===== src/rtl/mdio_mm_pkg.sv =====
package mdio_mm_pkg;

    localparam int REG_AW = 5;

    localparam logic [REG_AW-1:0] OFS_CFG = 5'h00;
    localparam logic [REG_AW-1:0] OFS_CMD = 5'h04;
    localparam logic [REG_AW-1:0] OFS_ADR = 5'h08;
    localparam logic [REG_AW-1:0] OFS_CTL = 5'h0C;
    localparam logic [REG_AW-1:0] OFS_STA = 5'h10;
    localparam logic [REG_AW-1:0] OFS_IND = 5'h14;

    localparam int PRE_LEN = 32;
    localparam int HDR_LEN = 14;
    localparam int TA_LEN  = 2;
    localparam int DAT_LEN = 16;
    localparam int PHY_W   = 5;
    localparam int RNUM_W  = 5;

    typedef enum logic [2:0] {
        FR_IDLE,
        FR_PRE,
        FR_HDR,
        FR_TA,
        FR_DATA
    } frame_state_t;

    typedef struct packed {
        logic               rd;
        logic [PHY_W-1:0]   phy;
        logic [RNUM_W-1:0]  regn;
        logic [DAT_LEN-1:0] wdata;
    } mdio_req_t;

endpackage


===== src/rtl/mdio_clkgen.sv =====
module mdio_clkgen #(
    parameter int DIV_W    = 3,
    parameter int PRESCALE = 4
) (
    input  logic             clk,
    input  logic             rst_n,
    input  logic             run,
    input  logic [DIV_W-1:0] div,
    output logic             mdc,
    output logic             rise_tick,
    output logic             fall_tick
);
    localparam int MAX_HALF = PRESCALE * (2 ** DIV_W);
    localparam int CNT_W    = $clog2(MAX_HALF);

    logic [CNT_W-1:0] cnt_q;
    logic [CNT_W-1:0] half_m1;
    logic             mdc_q;
    logic             wrap;

    // half period in system clocks is PRESCALE*(div+1)
    assign half_m1 = CNT_W'(PRESCALE * (int'(div) + 1) - 1);
    assign wrap    = (cnt_q == half_m1);

    always_ff @(posedge clk or negedge rst_n) begin
        if (!rst_n) begin
            cnt_q <= '0;
            mdc_q <= 1'b0;
        end else if (!run) begin
            cnt_q <= '0;
            mdc_q <= 1'b0;
        end else if (wrap) begin
            cnt_q <= '0;
            mdc_q <= ~mdc_q;
        end else begin
            cnt_q <= cnt_q + 1'b1;
        end
    end

    assign mdc       = mdc_q;
    assign rise_tick = run && wrap && !mdc_q;
    assign fall_tick = run && wrap && mdc_q;

endmodule


===== src/rtl/mdio_frame.sv =====
module mdio_frame
    import mdio_mm_pkg::*;
(
    input  logic               clk,
    input  logic               rst_n,
    input  logic               start,
    input  mdio_req_t          req,
    input  logic               abort,
    input  logic               rise_tick,
    input  logic               fall_tick,
    input  logic               sdi,
    output logic               busy,
    output logic               rd_done,
    output logic [DAT_LEN-1:0] rd_data,
    output logic               sdo,
    output logic               sdo_en
);
    localparam int CNT_W = $clog2(PRE_LEN);

    frame_state_t       state_q, state_d;
    logic [CNT_W-1:0]   cnt_q;
    logic [HDR_LEN-1:0] hdr_q;
    logic [DAT_LEN-1:0] dat_q;
    logic               rd_q;
    logic               last_bit;
    logic               step;

    // last bit of the current phase
    always_comb begin
        unique case (state_q)
            FR_IDLE: last_bit = 1'b0;
            FR_PRE:  last_bit = (cnt_q == CNT_W'(PRE_LEN - 1));
            FR_HDR:  last_bit = (cnt_q == CNT_W'(HDR_LEN - 1));
            FR_TA:   last_bit = (cnt_q == CNT_W'(TA_LEN - 1));
            FR_DATA: last_bit = (cnt_q == CNT_W'(DAT_LEN - 1));
            default: last_bit = 1'b0;
        endcase
    end

    assign step = fall_tick && last_bit;

    // next state
    always_comb begin
        state_d = state_q;
        if (abort) begin
            state_d = FR_IDLE;
        end else begin
            unique case (state_q)
                FR_IDLE: if (start) state_d = FR_PRE;
                FR_PRE:  if (step)  state_d = FR_HDR;
                FR_HDR:  if (step)  state_d = FR_TA;
                FR_TA:   if (step)  state_d = FR_DATA;
                FR_DATA: if (step)  state_d = FR_IDLE;
                default:            state_d = FR_IDLE;
            endcase
        end
    end

    // state register
    always_ff @(posedge clk or negedge rst_n) begin
        if (!rst_n) state_q <= FR_IDLE;
        else        state_q <= state_d;
    end

    // bit counter and shift registers
    always_ff @(posedge clk or negedge rst_n) begin
        if (!rst_n) begin
            cnt_q <= '0;
            hdr_q <= '0;
            dat_q <= '0;
            rd_q  <= 1'b0;
        end else if (abort) begin
            cnt_q <= '0;
        end else if (state_q == FR_IDLE) begin
            if (start) begin
                cnt_q <= '0;
                hdr_q <= {2'b01, (req.rd ? 2'b10 : 2'b01), req.phy, req.regn};
                dat_q <= req.wdata;
                rd_q  <= req.rd;
            end
        end else if (fall_tick) begin
            cnt_q <= last_bit ? '0 : cnt_q + 1'b1;
            if (state_q == FR_HDR)
                hdr_q <= {hdr_q[HDR_LEN-2:0], 1'b0};
            if (state_q == FR_DATA && !rd_q)
                dat_q <= {dat_q[DAT_LEN-2:0], 1'b0};
        end else if (rise_tick && state_q == FR_DATA && rd_q) begin
            dat_q <= {dat_q[DAT_LEN-2:0], sdi};
        end
    end

    assign busy    = (state_q != FR_IDLE);
    assign rd_done = (state_q == FR_DATA) && step && rd_q && !abort;
    assign rd_data = dat_q;

    // pin outputs
    always_comb begin
        sdo    = 1'b1;
        sdo_en = 1'b0;
        unique case (state_q)
            FR_IDLE: begin
                sdo    = 1'b1;
                sdo_en = 1'b0;
            end
            FR_PRE: begin
                sdo    = 1'b1;
                sdo_en = 1'b1;
            end
            FR_HDR: begin
                sdo    = hdr_q[HDR_LEN-1];
                sdo_en = 1'b1;
            end
            FR_TA: begin
                sdo    = rd_q ? 1'b1 : (cnt_q == '0);
                sdo_en = !rd_q;
            end
            FR_DATA: begin
                sdo    = rd_q ? 1'b1 : dat_q[DAT_LEN-1];
                sdo_en = !rd_q;
            end
            default: begin
                sdo    = 1'b1;
                sdo_en = 1'b0;
            end
        endcase
    end

endmodule


===== src/rtl/mdio_regs.sv =====
module mdio_regs
    import mdio_mm_pkg::*;
#(
    parameter int               DIV_W   = 3,
    parameter logic [DIV_W-1:0] DIV_RST = 3'd7
) (
    input  logic               clk,
    input  logic               rst_n,
    input  logic               bus_en,
    input  logic               bus_we,
    input  logic [REG_AW-1:0]  bus_addr,
    input  logic [31:0]        bus_wdata,
    output logic [31:0]        bus_rdata,
    input  logic               busy,
    input  logic               rd_done,
    input  logic [DAT_LEN-1:0] rd_data,
    output logic               start,
    output mdio_req_t          req,
    output logic               abort,
    output logic [DIV_W-1:0]   div,
    output logic               notvalid,
    output logic [DAT_LEN-1:0] ctrl_q
);
    logic               wr;
    logic               wr_cfg, wr_cmd, wr_adr, wr_ctl;
    logic               launch_rd, launch_wr;
    logic [DIV_W-1:0]   div_q;
    logic               cmd_q;
    logic [PHY_W-1:0]   phy_q;
    logic [RNUM_W-1:0]  rnum_q;
    logic [DAT_LEN-1:0] stat_q;
    logic               nv_q;

    assign wr     = bus_en && bus_we;
    assign wr_cfg = wr && (bus_addr == OFS_CFG);
    assign wr_cmd = wr && (bus_addr == OFS_CMD);
    assign wr_adr = wr && (bus_addr == OFS_ADR);
    assign wr_ctl = wr && (bus_addr == OFS_CTL);

    assign abort     = wr_cfg && bus_wdata[31];
    assign launch_wr = wr_ctl && !busy;
    assign launch_rd = wr_cmd && !busy && bus_wdata[0] && !cmd_q;

    always_ff @(posedge clk or negedge rst_n) begin
        if (!rst_n) begin
            div_q  <= DIV_RST;
            cmd_q  <= 1'b0;
            phy_q  <= '0;
            rnum_q <= '0;
            ctrl_q <= '0;
            stat_q <= '0;
            nv_q   <= 1'b0;
        end else begin
            if (wr_cfg)
                div_q <= bus_wdata[DIV_W-1:0];
            if (wr_cmd && !busy)
                cmd_q <= bus_wdata[0];
            if (wr_adr) begin
                phy_q  <= bus_wdata[8 +: PHY_W];
                rnum_q <= bus_wdata[0 +: RNUM_W];
            end
            if (launch_wr)
                ctrl_q <= bus_wdata[DAT_LEN-1:0];
            if (rd_done)
                stat_q <= rd_data;
            if (abort)
                nv_q <= 1'b0;
            else if (launch_rd)
                nv_q <= 1'b1;
            else if (rd_done)
                nv_q <= 1'b0;
        end
    end

    assign start     = launch_rd || launch_wr;
    assign req.rd    = launch_rd;
    assign req.phy   = phy_q;
    assign req.regn  = rnum_q;
    assign req.wdata = bus_wdata[DAT_LEN-1:0];
    assign div       = div_q;
    assign notvalid  = nv_q;

    always_comb begin
        bus_rdata = '0;
        case (bus_addr)
            OFS_CFG: bus_rdata[DIV_W-1:0]   = div_q;
            OFS_CMD: bus_rdata[0]           = cmd_q;
            OFS_ADR: begin
                bus_rdata[8 +: PHY_W]  = phy_q;
                bus_rdata[0 +: RNUM_W] = rnum_q;
            end
            OFS_CTL: bus_rdata[DAT_LEN-1:0] = ctrl_q;
            OFS_STA: bus_rdata[DAT_LEN-1:0] = stat_q;
            OFS_IND: begin
                bus_rdata[0] = busy;
                bus_rdata[2] = nv_q;
            end
            default: bus_rdata = '0;
        endcase
    end

endmodule


===== src/rtl/mdio_mgmt_master.sv =====
module mdio_mgmt_master
    import mdio_mm_pkg::*;
#(
    parameter int               DIV_W    = 3,
    parameter int               PRESCALE = 4,
    parameter logic [DIV_W-1:0] DIV_RST  = 3'd7
) (
    input  logic        clk,
    input  logic        rst_n,
    input  logic        bus_en,
    input  logic        bus_we,
    input  logic [4:0]  bus_addr,
    input  logic [31:0] bus_wdata,
    output logic [31:0] bus_rdata,
    output logic        mdc,
    output logic        mdio_o,
    output logic        mdio_oe,
    input  logic        mdio_i
);
    logic               busy;
    logic               notvalid;
    logic               abort;
    logic               start;
    mdio_req_t          req;
    logic [DIV_W-1:0]   div;
    logic [DAT_LEN-1:0] ctrl_q;
    logic               rd_done;
    logic [DAT_LEN-1:0] rd_data;
    logic               rise_tick, fall_tick;
    logic [1:0]         sync_q;

    always_ff @(posedge clk or negedge rst_n) begin
        if (!rst_n) sync_q <= 2'b11;
        else        sync_q <= {sync_q[0], mdio_i};
    end

    mdio_regs #(
        .DIV_W   (DIV_W),
        .DIV_RST (DIV_RST)
    ) u_regs (
        .clk       (clk),
        .rst_n     (rst_n),
        .bus_en    (bus_en),
        .bus_we    (bus_we),
        .bus_addr  (bus_addr),
        .bus_wdata (bus_wdata),
        .bus_rdata (bus_rdata),
        .busy      (busy),
        .rd_done   (rd_done),
        .rd_data   (rd_data),
        .start     (start),
        .req       (req),
        .abort     (abort),
        .div       (div),
        .notvalid  (notvalid),
        .ctrl_q    (ctrl_q)
    );

    mdio_clkgen #(
        .DIV_W    (DIV_W),
        .PRESCALE (PRESCALE)
    ) u_clk (
        .clk       (clk),
        .rst_n     (rst_n),
        .run       (busy && !abort),
        .div       (div),
        .mdc       (mdc),
        .rise_tick (rise_tick),
        .fall_tick (fall_tick)
    );

    mdio_frame u_frame (
        .clk       (clk),
        .rst_n     (rst_n),
        .start     (start),
        .req       (req),
        .abort     (abort),
        .rise_tick (rise_tick),
        .fall_tick (fall_tick),
        .sdi       (sync_q[1]),
        .busy      (busy),
        .rd_done   (rd_done),
        .rd_data   (rd_data),
        .sdo       (mdio_o),
        .sdo_en    (mdio_oe)
    );

endmodule


===== config.mk =====
export PLATFORM = sky130hd
export DESIGN_NAME = mdio_mgmt_master
export DESIGN_NICKNAME = d
export VERILOG_FILES = /design/src/rtl/mdio_mm_pkg.sv /design/src/rtl/mdio_clkgen.sv /design/src/rtl/mdio_frame.sv /design/src/rtl/mdio_regs.sv /design/src/rtl/mdio_mgmt_master.sv
export SDC_FILE = /design/constraint.sdc
export NUM_CORES = 1
export LEC_CHECK = 0
export BUFFER_PORTS_ARGS = -buffer_cell sky130_fd_sc_hd__buf_2
export CORE_UTILIZATION = 55
export CTS_CLUSTER_SIZE = 12
export DETAILED_ROUTE_END_ITERATION = 10
export HOLD_SLACK_MARGIN = 0.1
export PLACE_DENSITY_LB_ADDON = 0.12
export SLEW_MARGIN = 20
export SYNTH_ARGS = -nofsm -noshare
export SYNTH_HDL_FRONTEND = slang
export SYNTH_SLANG_ARGS = --single-unit

===== constraint.sdc =====
create_clock -name clk -period 5.9 [get_ports clk]
set_input_delay 0.59 -clock clk [delete_from_list [all_inputs] [get_ports clk]]
set_output_delay 0.59 -clock clk [all_outputs]
set_load 0.005 [all_outputs]

==> out/metrics.yaml, run 1 <==
clkPwrFrac: 0.268
syn_area_um2: 4780
synth-edff-count: 0
post_drt_via_cell_ratio: 5.69
layout_setup_ws_ns: 2.77
synthArstFlopShare: 1.00
die_w_um: 95.2
synth_cells: 437
wl_mm: 9.91
synth_cell_types: 58
post_cts_buffers: 0
status: "complete, no violations"
ys_ff_latch: 94
slew_viol_final: 0
worstPathRequired_ns: 6.15
n_antenna_cell: 0
clock_latency_ns: 0.36
first_pass_iters: 5
place_hpwl_mm: 6.61
slew_headroom: 0.314
synth-main-ff-cell: "dfrtp_1"
grt.overflow.total: 0
cts_tree: "built"
finalHoldViolCount: 0
drv_cap: 0
tightest_slew_ns: 1.03
drc: 0
pwr-share-seq: 0.525
die_y_um: 95.2
nets: 521
critical_path_arrival_ns: 3.38
syn2layout_area_growth_pct: 8.03
grt_setup_unrepaired: "no"
cpPeakStageDelay_ns: 1.01
cts_buffer_depth: 2
cp_slowest_cell: "and4_1"
final_cell_mix: "89 x dfrtp_1, 70 x nand2_1, 53 x mux2_2"
dp_cells: 568
fin_crit_sh: 0.530
track_usage: 0.241
crit_chain: "buf_2 -> nor3_1 -> and3_1 -> and4_1 -> mux2_2"
clock-root-buffer: "clkbuf_8"
grt_pass1_vias: 3216
antenna_found_initial: 0
routabilityCongestion: 0.808
power_density_nw_per_um2: 305
ys_seq_area_frac: 0.493
reg2reg_slack_ns: 3.16
path_max_fanout: 17
comb_power_share: 0.208
fillers: 691
antenna_left: 0
switching_share: 0.308
io_buffers: 45
p_sw_w: 0.000485
end_kind: "flip-flop"
ir_drop_mv: 0.183
final_common_cell: "dfrtp_1"
fin_setup_tns_ns: 0
clk_pin_slew_ns: 0.09
finalClockSkew_ns: 0.0100
cts_hold_buf: 0
grt_max_degree: 60
critical_path_class: "input port to flip-flop"
vias: 3323
die_area_um2: 9070
period_minus_slack_ns: 3.13
p_int_w: 0.00109
grt_pass1_wl_mm: 16.2
max_freq_mhz: 320
pin_count: 77
htreeDepth: 3
start_util: 0.576
placementRows: 33
syn_avg_cell_area_um2: 10.9
power_w: 0.00157
cts_resized: 0
clock-sinks: 94
setup_violations: 0
critPathLaunchType: "input port"
postLayoutCoreUtil: 0.622
leakagePower_nw: 2.63
drive_gt1_frac: 0.286
core_um2: 8300
stdcell_count: 584
pre_cts_slack_ns: 2.47
min_path_type: "input port to async pin"
synth_warnings: 0
initialDrtViolationCount: 165
wl_per_cell_um: 17.0
numCtsBuffers: 9
==> state kept, by name, indices dropped and copies added (netlist names) <==
| signal | count |
|---|---|
| u_frame.rd_data | 16 |
| u_frame.hdr_q | 14 |
| u_regs.stat_q | 16 |
| u_regs.div | 3 |
| u_frame.cnt_q | 5 |
| u_clk.cnt_q | 5 |
| u_frame.state_q | 3 |
| u_regs.cmd_q | 1 |
| sync_q | 2 |
| u_clk.mdc | 1 |
| u_regs.ctrl_q | 16 |
| u_regs.notvalid | 1 |
| u_regs.rnum_q | 5 |
| u_frame.rd_q | 1 |
| u_regs.phy_q | 5 |
==> synthesized netlist by cell type, drive strengths merged, types with 2 or more instances <==
cell type / count / area (µm²)
and2: 3 / 21.3
a222oi: 7 / 70.1
mux2: 64 / 724
dfrtp: 89 / 2230
nor2b: 3 / 18.8
xor2: 5 / 43.8
nand2: 70 / 263
o31ai: 2 / 15.0
or3b: 2 / 17.5
xnor2: 4 / 35.0
ha: 5 / 62.6
inv: 16 / 60.1
nand3: 18 / 103
buf: 28 / 219
nor2: 19 / 83.8
clkbuf: 10 / 37.5
o21ai: 19 / 98.9
a22o: 8 / 70.1
nand4b: 2 / 17.5
a21oi: 10 / 50.1
o22ai: 2 / 12.5
nor3: 8 / 40.0
and3: 3 / 18.8
mux2i: 13 / 130
dfstp: 5 / 131
==> area by class of cell <==
cell class / count / area, µm² / share of cell area
Sequential cell: 94 / 2360 / 0.457
Multi-Input combinational cell: 304 / 2170 / 0.420
Timing Repair Buffer: 49 / 258 / 0.0499
Clock buffer: 11 / 131 / 0.0254
Tap cell: 105 / 131 / 0.0254
Inverter: 16 / 60.1 / 0.0116
Clock inverter: 5 / 58.8 / 0.0114
==> path summary, 6_finish.rpt <==
kind,startpoint,end,depth (start not counted)
worst max-delay path,bus_addr[4],u_regs.ctrl_q[4],5
worst min-delay path,rst_n,u_clk.cnt_q[3],1
worst max register to register,u_regs.div[0],u_regs.stat_q[13],6
worst min register to register,sync_q[0],sync_q[1],0
max in group asynchronous,rst_n,u_frame.rd_data[5],2
min in group clk,mdio_i,sync_q[0],1
==> power groups by stage <==
stage / logic [W] / clock network, W / registers [W]
finish: 0.000327 / 0.000421 / 0.000826
global route: 0.000369 / 0.000452 / 0.000840
CTS: 0.000329 / 0.000429 / 0.000825
detailed placement: 0.000327 / 0 / 0.000838
global placement: 0.000317 / 0 / 0.000832
floorplan: 0.000260 / 0 / 0.000805
==> worst max-delay path, delay by kind of cell <==
| family | cells | cell delay, ns |
|---|---|---|
| buf+inv | 1 | 0.11 |
| mux | 1 | 0.42 |
| simple gates | 3 | 2.24 |
==> per-layer routing <==
metal,wire length [µm],vias up,GRT usage
met5,0,-,0
met4,142,0,0.0833
met2,4530,103,0.366
li1,-,1574,-
met1,4680,1633,0.354
met3,557,13,0.0327
==> per-stage QoR <==
step	instance area, µm²	hold slack, ns
5_1_grt	5160	0.208
2_1_floorplan	4840	0.294
4_1_cts	5160	0.187
3_5_place_dp	4970	0.349
3_3_place_gp	4970	0.346
6_report	5160	0.174
==> cell families after synthesis <==
group | synth area share
other | 0.000784
AO/OA/AOI/OAI | 0.0887
adder cells (fa/ha/maj) | 0.0131
buffers and inverters | 0.0662
XOR/XNOR | 0.0165
flip-flops | 0.493
AND/OR/NAND/NOR | 0.138
multiplexers | 0.183
Power figures use the tool's default switching activity.
==> run 2, diff against run 1 <==
--- a/config.mk
+++ b/config.mk
@@ -6,7 +6,7 @@
 export NUM_CORES = 1
 export LEC_CHECK = 0
 export BUFFER_PORTS_ARGS = -buffer_cell sky130_fd_sc_hd__buf_2
-export CORE_UTILIZATION = 55
+export CORE_UTILIZATION = 51
 export CTS_CLUSTER_SIZE = 12
 export DETAILED_ROUTE_END_ITERATION = 10
 export HOLD_SLACK_MARGIN = 0.1
==> constraint.sdc (replaced) <==
create_clock -name clk -period 2.53 [get_ports clk]
set_input_delay 0.253 -clock clk [delete_from_list [all_inputs] [get_ports clk]]
set_output_delay 0.253 -clock clk [all_outputs]
set_load 0.005 [all_outputs]
==> out/metrics.yaml, run 2 (synthesis results as in run 1) <==
n_antenna_cell: 0
grt_pass1_wl_mm: 16.9
cts_tree: "built"
worstPathRequired_ns: 2.74
antenna_left: 0
fillers: 759
final_cell_mix: "89 x dfrtp_1, 70 x nand2_1, 53 x mux2_2"
clock_latency_ns: 0.35
place_hpwl_mm: 7.07
fin_setup_tns_ns: 0
power_density_nw_per_um2: 712
cp-endpoint: "u_frame.hdr_q[2]"
pre_cts_slack_ns: 0.0685
grt.overflow.total: 0
reg2reg_slack_ns: 0.13
ir_drop_mv: 0.451
fin_crit_sh: 0.949
min_path_type: "input port to flip-flop"
critical_path_arrival_ns: 2.61
crit_start: "u_regs.div[0]"
max_freq_mhz: 417
pin_count: 77
cts_buffer_depth: 2
period_minus_slack_ns: 2.40
setup_violations: 0
clock-root-buffer: "clkbuf_8"
die_area_um2: 9770
grt_pass1_vias: 3301
wl_mm: 10.2
io_buffers: 45
slew_viol_final: 0
finalHoldViolCount: 0
postLayoutCoreUtil: 0.610
timing.rr.end: "u_frame.hdr_q[2]"
first_pass_iters: 5
vias: 3347
antenna_found_initial: 0
tightest_slew_ns: 0.644
grt_setup_unrepaired: "no"
drc: 0
nets: 542
reg2reg_from: "u_regs.div[0]"
power_w: 0.00386
htreeDepth: 3
core_um2: 8890
routabilityCongestion: 0.820
critical_path_class: "flip-flop to flip-flop"
drive_gt1_frac: 0.322
clock-sinks: 94
slew_headroom: 0.570
grt_max_degree: 51
finalClockSkew_ns: 0.00979
die_w_um: 98.8
reg2reg_depth: 7
initialDrtViolationCount: 163
post_drt_via_cell_ratio: 5.50
start_util: 0.538
layout_setup_ws_ns: 0.130
leakagePower_nw: 2.78
track_usage: 0.225
drv_cap: 0
final_common_cell: "dfrtp_1"
end_kind: "flip-flop"
wl_per_cell_um: 16.7
path_max_fanout: 23
placementRows: 34
critPathLaunchType: "flip-flop"
die_y_um: 98.8
numCtsBuffers: 9
status: "complete, no violations"
clk_pin_slew_ns: 0.09
syn2layout_area_growth_pct: 13.5
==> run 2: changes by cell type in the layout (fill, tap and decap cells not counted), sizes merged <==
cell         delta
bufinv          +1
clkbuf          -1
buf            +19
inv             +1
dlygate4sd3     +2
clkinvlp        -2
clkinv          +1
==> run 2: worst min path at each step <==
stage	end	slack, ns	startpoint	cells past startpoint
after floorplan	u_clk.cnt_q[0]	-0.04	rst_n	0
after global placement	u_frame.cnt_q[3]	0.33	rst_n	1
after detailed placement	u_frame.cnt_q[1]	0.33	rst_n	1
after CTS	u_regs.ctrl_q[5]	0.13	bus_wdata[5]	2
after global routing	u_regs.ctrl_q[13]	0.13	bus_wdata[13]	2
final	u_regs.ctrl_q[14]	0.15	bus_wdata[14]	2
==> run 2: layout make-up <==
class	count	area, µm²	share of cell area
flip-flops and latches	94	2360	0.435
multi-input cells	304	2180	0.403
repair buffers	70	458	0.0844
clock buffers	10	138	0.0254
well taps	108	135	0.0249
clock inverters	6	91.3	0.0168
inverters	16	60.1	0.0111
==> run 2: critical path, cell delays in order, from the launching register on <==
cell and delay (ns):
dfstp_2 0.59, ha_1 0.27, xnor2_2 0.16, mux2i_2 0.16, and3b_1 0.21, buf_4 0.16
a31oi_4 0.52, o21ai_0 0.18
==> run 2: report_power, final <==
group | switching [W] | leakage, nW | internal, W | total (W)
sequential | 0.000198 | 1.26 | 0.00172 | 0.00192
combinational | 0.000431 | 1.41 | 0.000404 | 0.000834
clock | 0.000515 | 0.117 | 0.000591 | 0.00111
total | 0.00114 | 2.78 | 0.00272 | 0.00386
==> run 2: what timing repair did <==
item / CTS / global route
setup buffers: 0 / 1
resized for setup: 0 / 3
endpoints found under the hold margin: 45 / 0
hold buffers: 2 / 0
setup endpoints to repair: 0 / 46
==> run 2: through the flow <==
step / cells / hold WS (ns) / instance area (µm²)
4_1_cts: 607 / 0.130 / 5390
6_report: 608 / 0.148 / 5420
3_3_place_gp: 589 / 0.330 / 5140
2_1_floorplan: 452 / -0.0426 / 4840
5_1_grt: 608 / 0.127 / 5420
3_5_place_dp: 589 / 0.330 / 5140
==> run 2: layer usage <==
layer | GRT usage | vias to the layer above | share of wire
li1 | - | 1621 | -
met1 | 0.325 | 1648 | 0.49
met2 | 0.353 | 71 | 0.47
met3 | 0.0475 | 7 | 0.040
met4 | 0.0482 | 0 | 0.0071
met5 | 0 | - | 0
==> run 3, diff against run 2 <==
--- a/config.mk
+++ b/config.mk
@@ -6,11 +6,12 @@
 export NUM_CORES = 1
 export LEC_CHECK = 0
 export BUFFER_PORTS_ARGS = -buffer_cell sky130_fd_sc_hd__buf_2
-export CORE_UTILIZATION = 51
+export CORE_UTILIZATION = 55
 export CTS_CLUSTER_SIZE = 12
 export DETAILED_ROUTE_END_ITERATION = 10
 export HOLD_SLACK_MARGIN = 0.1
 export PLACE_DENSITY_LB_ADDON = 0.12
+export SETUP_SLACK_MARGIN = 0.15
 export SLEW_MARGIN = 20
 export SYNTH_ARGS = -nofsm -noshare
 export SYNTH_HDL_FRONTEND = slang
==> constraint.sdc (replaced) <==
create_clock -name clk -period 2.44 [get_ports clk]
set_input_delay 0.244 -clock clk [delete_from_list [all_inputs] [get_ports clk]]
set_output_delay 0.244 -clock clk [all_outputs]
set_load 0.005 [all_outputs]
==> out/metrics.yaml, run 3 (synthesis results as in run 1) <==
power_density_nw_per_um2: 717
track_usage: 0.264
end_kind: "flip-flop"
grt.overflow.total: 0
power_w: 0.00412
place_hpwl_mm: 7.30
placementRows: 33
post_drt_via_cell_ratio: 5.73
drc: 0
core_um2: 8300
max_freq_mhz: 432
first_pass_iters: 5
syn2layout_area_growth_pct: 20.1
clock-root-buffer: "clkbuf_8"
timing.rr.end: "u_frame.rd_data[5]"
path_delay_family: "flip-flops"
worstPathRequired_ns: 2.68
critical_path_arrival_ns: 2.55
crit_chain: "buf_6 -> ha_2 -> xor2_2 -> xnor2_2 -> nand3_2 -> nor3_4 -> buf_12 -> o21ai_4 -> mux2_1"
drv_cap: 0
cp-endpoint: "u_frame.rd_data[5]"
min_path_type: "input port to flip-flop"
cts_buffer_depth: 2
drive_gt1_frac: 0.381
numCtsBuffers: 9
crit_buf_inv: 2
postLayoutCoreUtil: 0.692
io_buffers: 45
slew_viol_final: 0
grt_pass1_wl_mm: 17.8
slew_headroom: 0.562
antenna_left: 0
grt_max_degree: 51
fillers: 616
layout_setup_ws_ns: 0.126
crit_start: "u_regs.div[0]"
reg2reg_slack_ns: 0.13
reg2reg_depth: 9
leakagePower_nw: 2.91
final_common_cell: "dfrtp_1"
die_w_um: 95.2
finalClockSkew_ns: 0.0114
finalHoldViolCount: 0
clock-sinks: 94
tightest_slew_ns: 0.657
fin_setup_tns_ns: 0
wl_mm: 11.4
grt_setup_unrepaired: "yes"
setup_violations: 0
grt_pass1_vias: 3539
critical_path_class: "flip-flop to flip-flop"
htreeDepth: 3
fin_hold_ws_ns: 0.137
die_area_um2: 9070
nets: 560
crit_cells: 9
status: "complete, no violations"
cp_slowest_cell: "dfstp_2"
cpPeakStageDelay_ns: 0.58
period_minus_slack_ns: 2.31
path_max_fanout: 8
clock_latency_ns: 0.35
vias: 3567
fin_crit_sh: 0.948
clk_pin_slew_ns: 0.09
die_y_um: 95.2
ir_drop_mv: 0.405
cts_tree: "built"
critPathLaunchType: "flip-flop"
final_cell_mix: "89 x dfrtp_1, 70 x nand2_1, 52 x mux2_2"
routabilityCongestion: 0.849
antenna_found_initial: 0
pre_cts_slack_ns: 0.0421
wl_per_cell_um: 18.3
pin_count: 77
n_antenna_cell: 0
initialDrtViolationCount: 286
reg2reg_from: "u_regs.div[0]"
start_util: 0.576
run 3: routing by layer:
metal / routed length, µm / GRT usage / up-vias
li1: - / - / 1650
met2: 5550 / 0.418 / 102
met4: 221 / 0.114 / 0
met3: 561 / 0.0439 / 17
met5: 0 / 0 / -
met1: 5030 / 0.360 / 1798
run 3: layout make-up:
type | instances | area [µm²] | share of cell area
clock inverters | 4 | 55.1 | 0.00959
well taps | 105 | 131 | 0.0229
clock buffers | 11 | 151 | 0.0264
repair buffers | 86 | 641 | 0.112
multi-input cells | 306 | 2350 | 0.408
flip-flops and latches | 94 | 2360 | 0.411
inverters | 16 | 60.1 | 0.0105
run 3: worst min-delay path by stage:
stage	cells after the start	slack, ns	end	from
floorplan	0	-0.05	u_clk.cnt_q[0]	rst_n
global placement	1	0.31	u_frame.hdr_q[12]	rst_n
detailed placement	1	0.32	u_frame.hdr_q[12]	rst_n
CTS	2	0.12	u_regs.ctrl_q[7]	bus_wdata[7]
global route	2	0.13	u_regs.ctrl_q[7]	bus_wdata[7]
finish	2	0.14	u_regs.ctrl_q[7]	bus_wdata[7]
run 3: power by group:
part           total, W  leakage (nW)  switching [W]  internal [W]
Clock           0.00106         0.102       0.000529      0.000530
Sequential      0.00200          1.26       0.000215       0.00179
Combinational   0.00106          1.55       0.000518      0.000538
run 3: worst reg2reg max path, cell delays in order, from the launching register on:
cell and delay, ns:
dfstp_2 0.58, buf_6 0.12, ha_2 0.19, xor2_2 0.18, xnor2_2 0.11, nand3_2 0.13
nor3_4 0.05, buf_12 0.14, o21ai_4 0.34, mux2_1 0.37
run 3: through the flow:
| step | instance area [µm²] | instances |
|---|---|---|
| after floorplan | 4850 | 452 |
| after global placement | 5180 | 591 |
| after detailed placement | 5180 | 591 |
| after CTS | 5530 | 613 |
| after global routing | 5740 | 622 |
| final | 5740 | 622 |
run 3: repair_timing:
item	CTS	global route
setup endpoints to repair	37	49
setup buffers	3	8
hold buffers	2	0
pin swaps	5	5
hold endpoints to repair	49	0
resized for setup	9	21
gates cloned	2	1
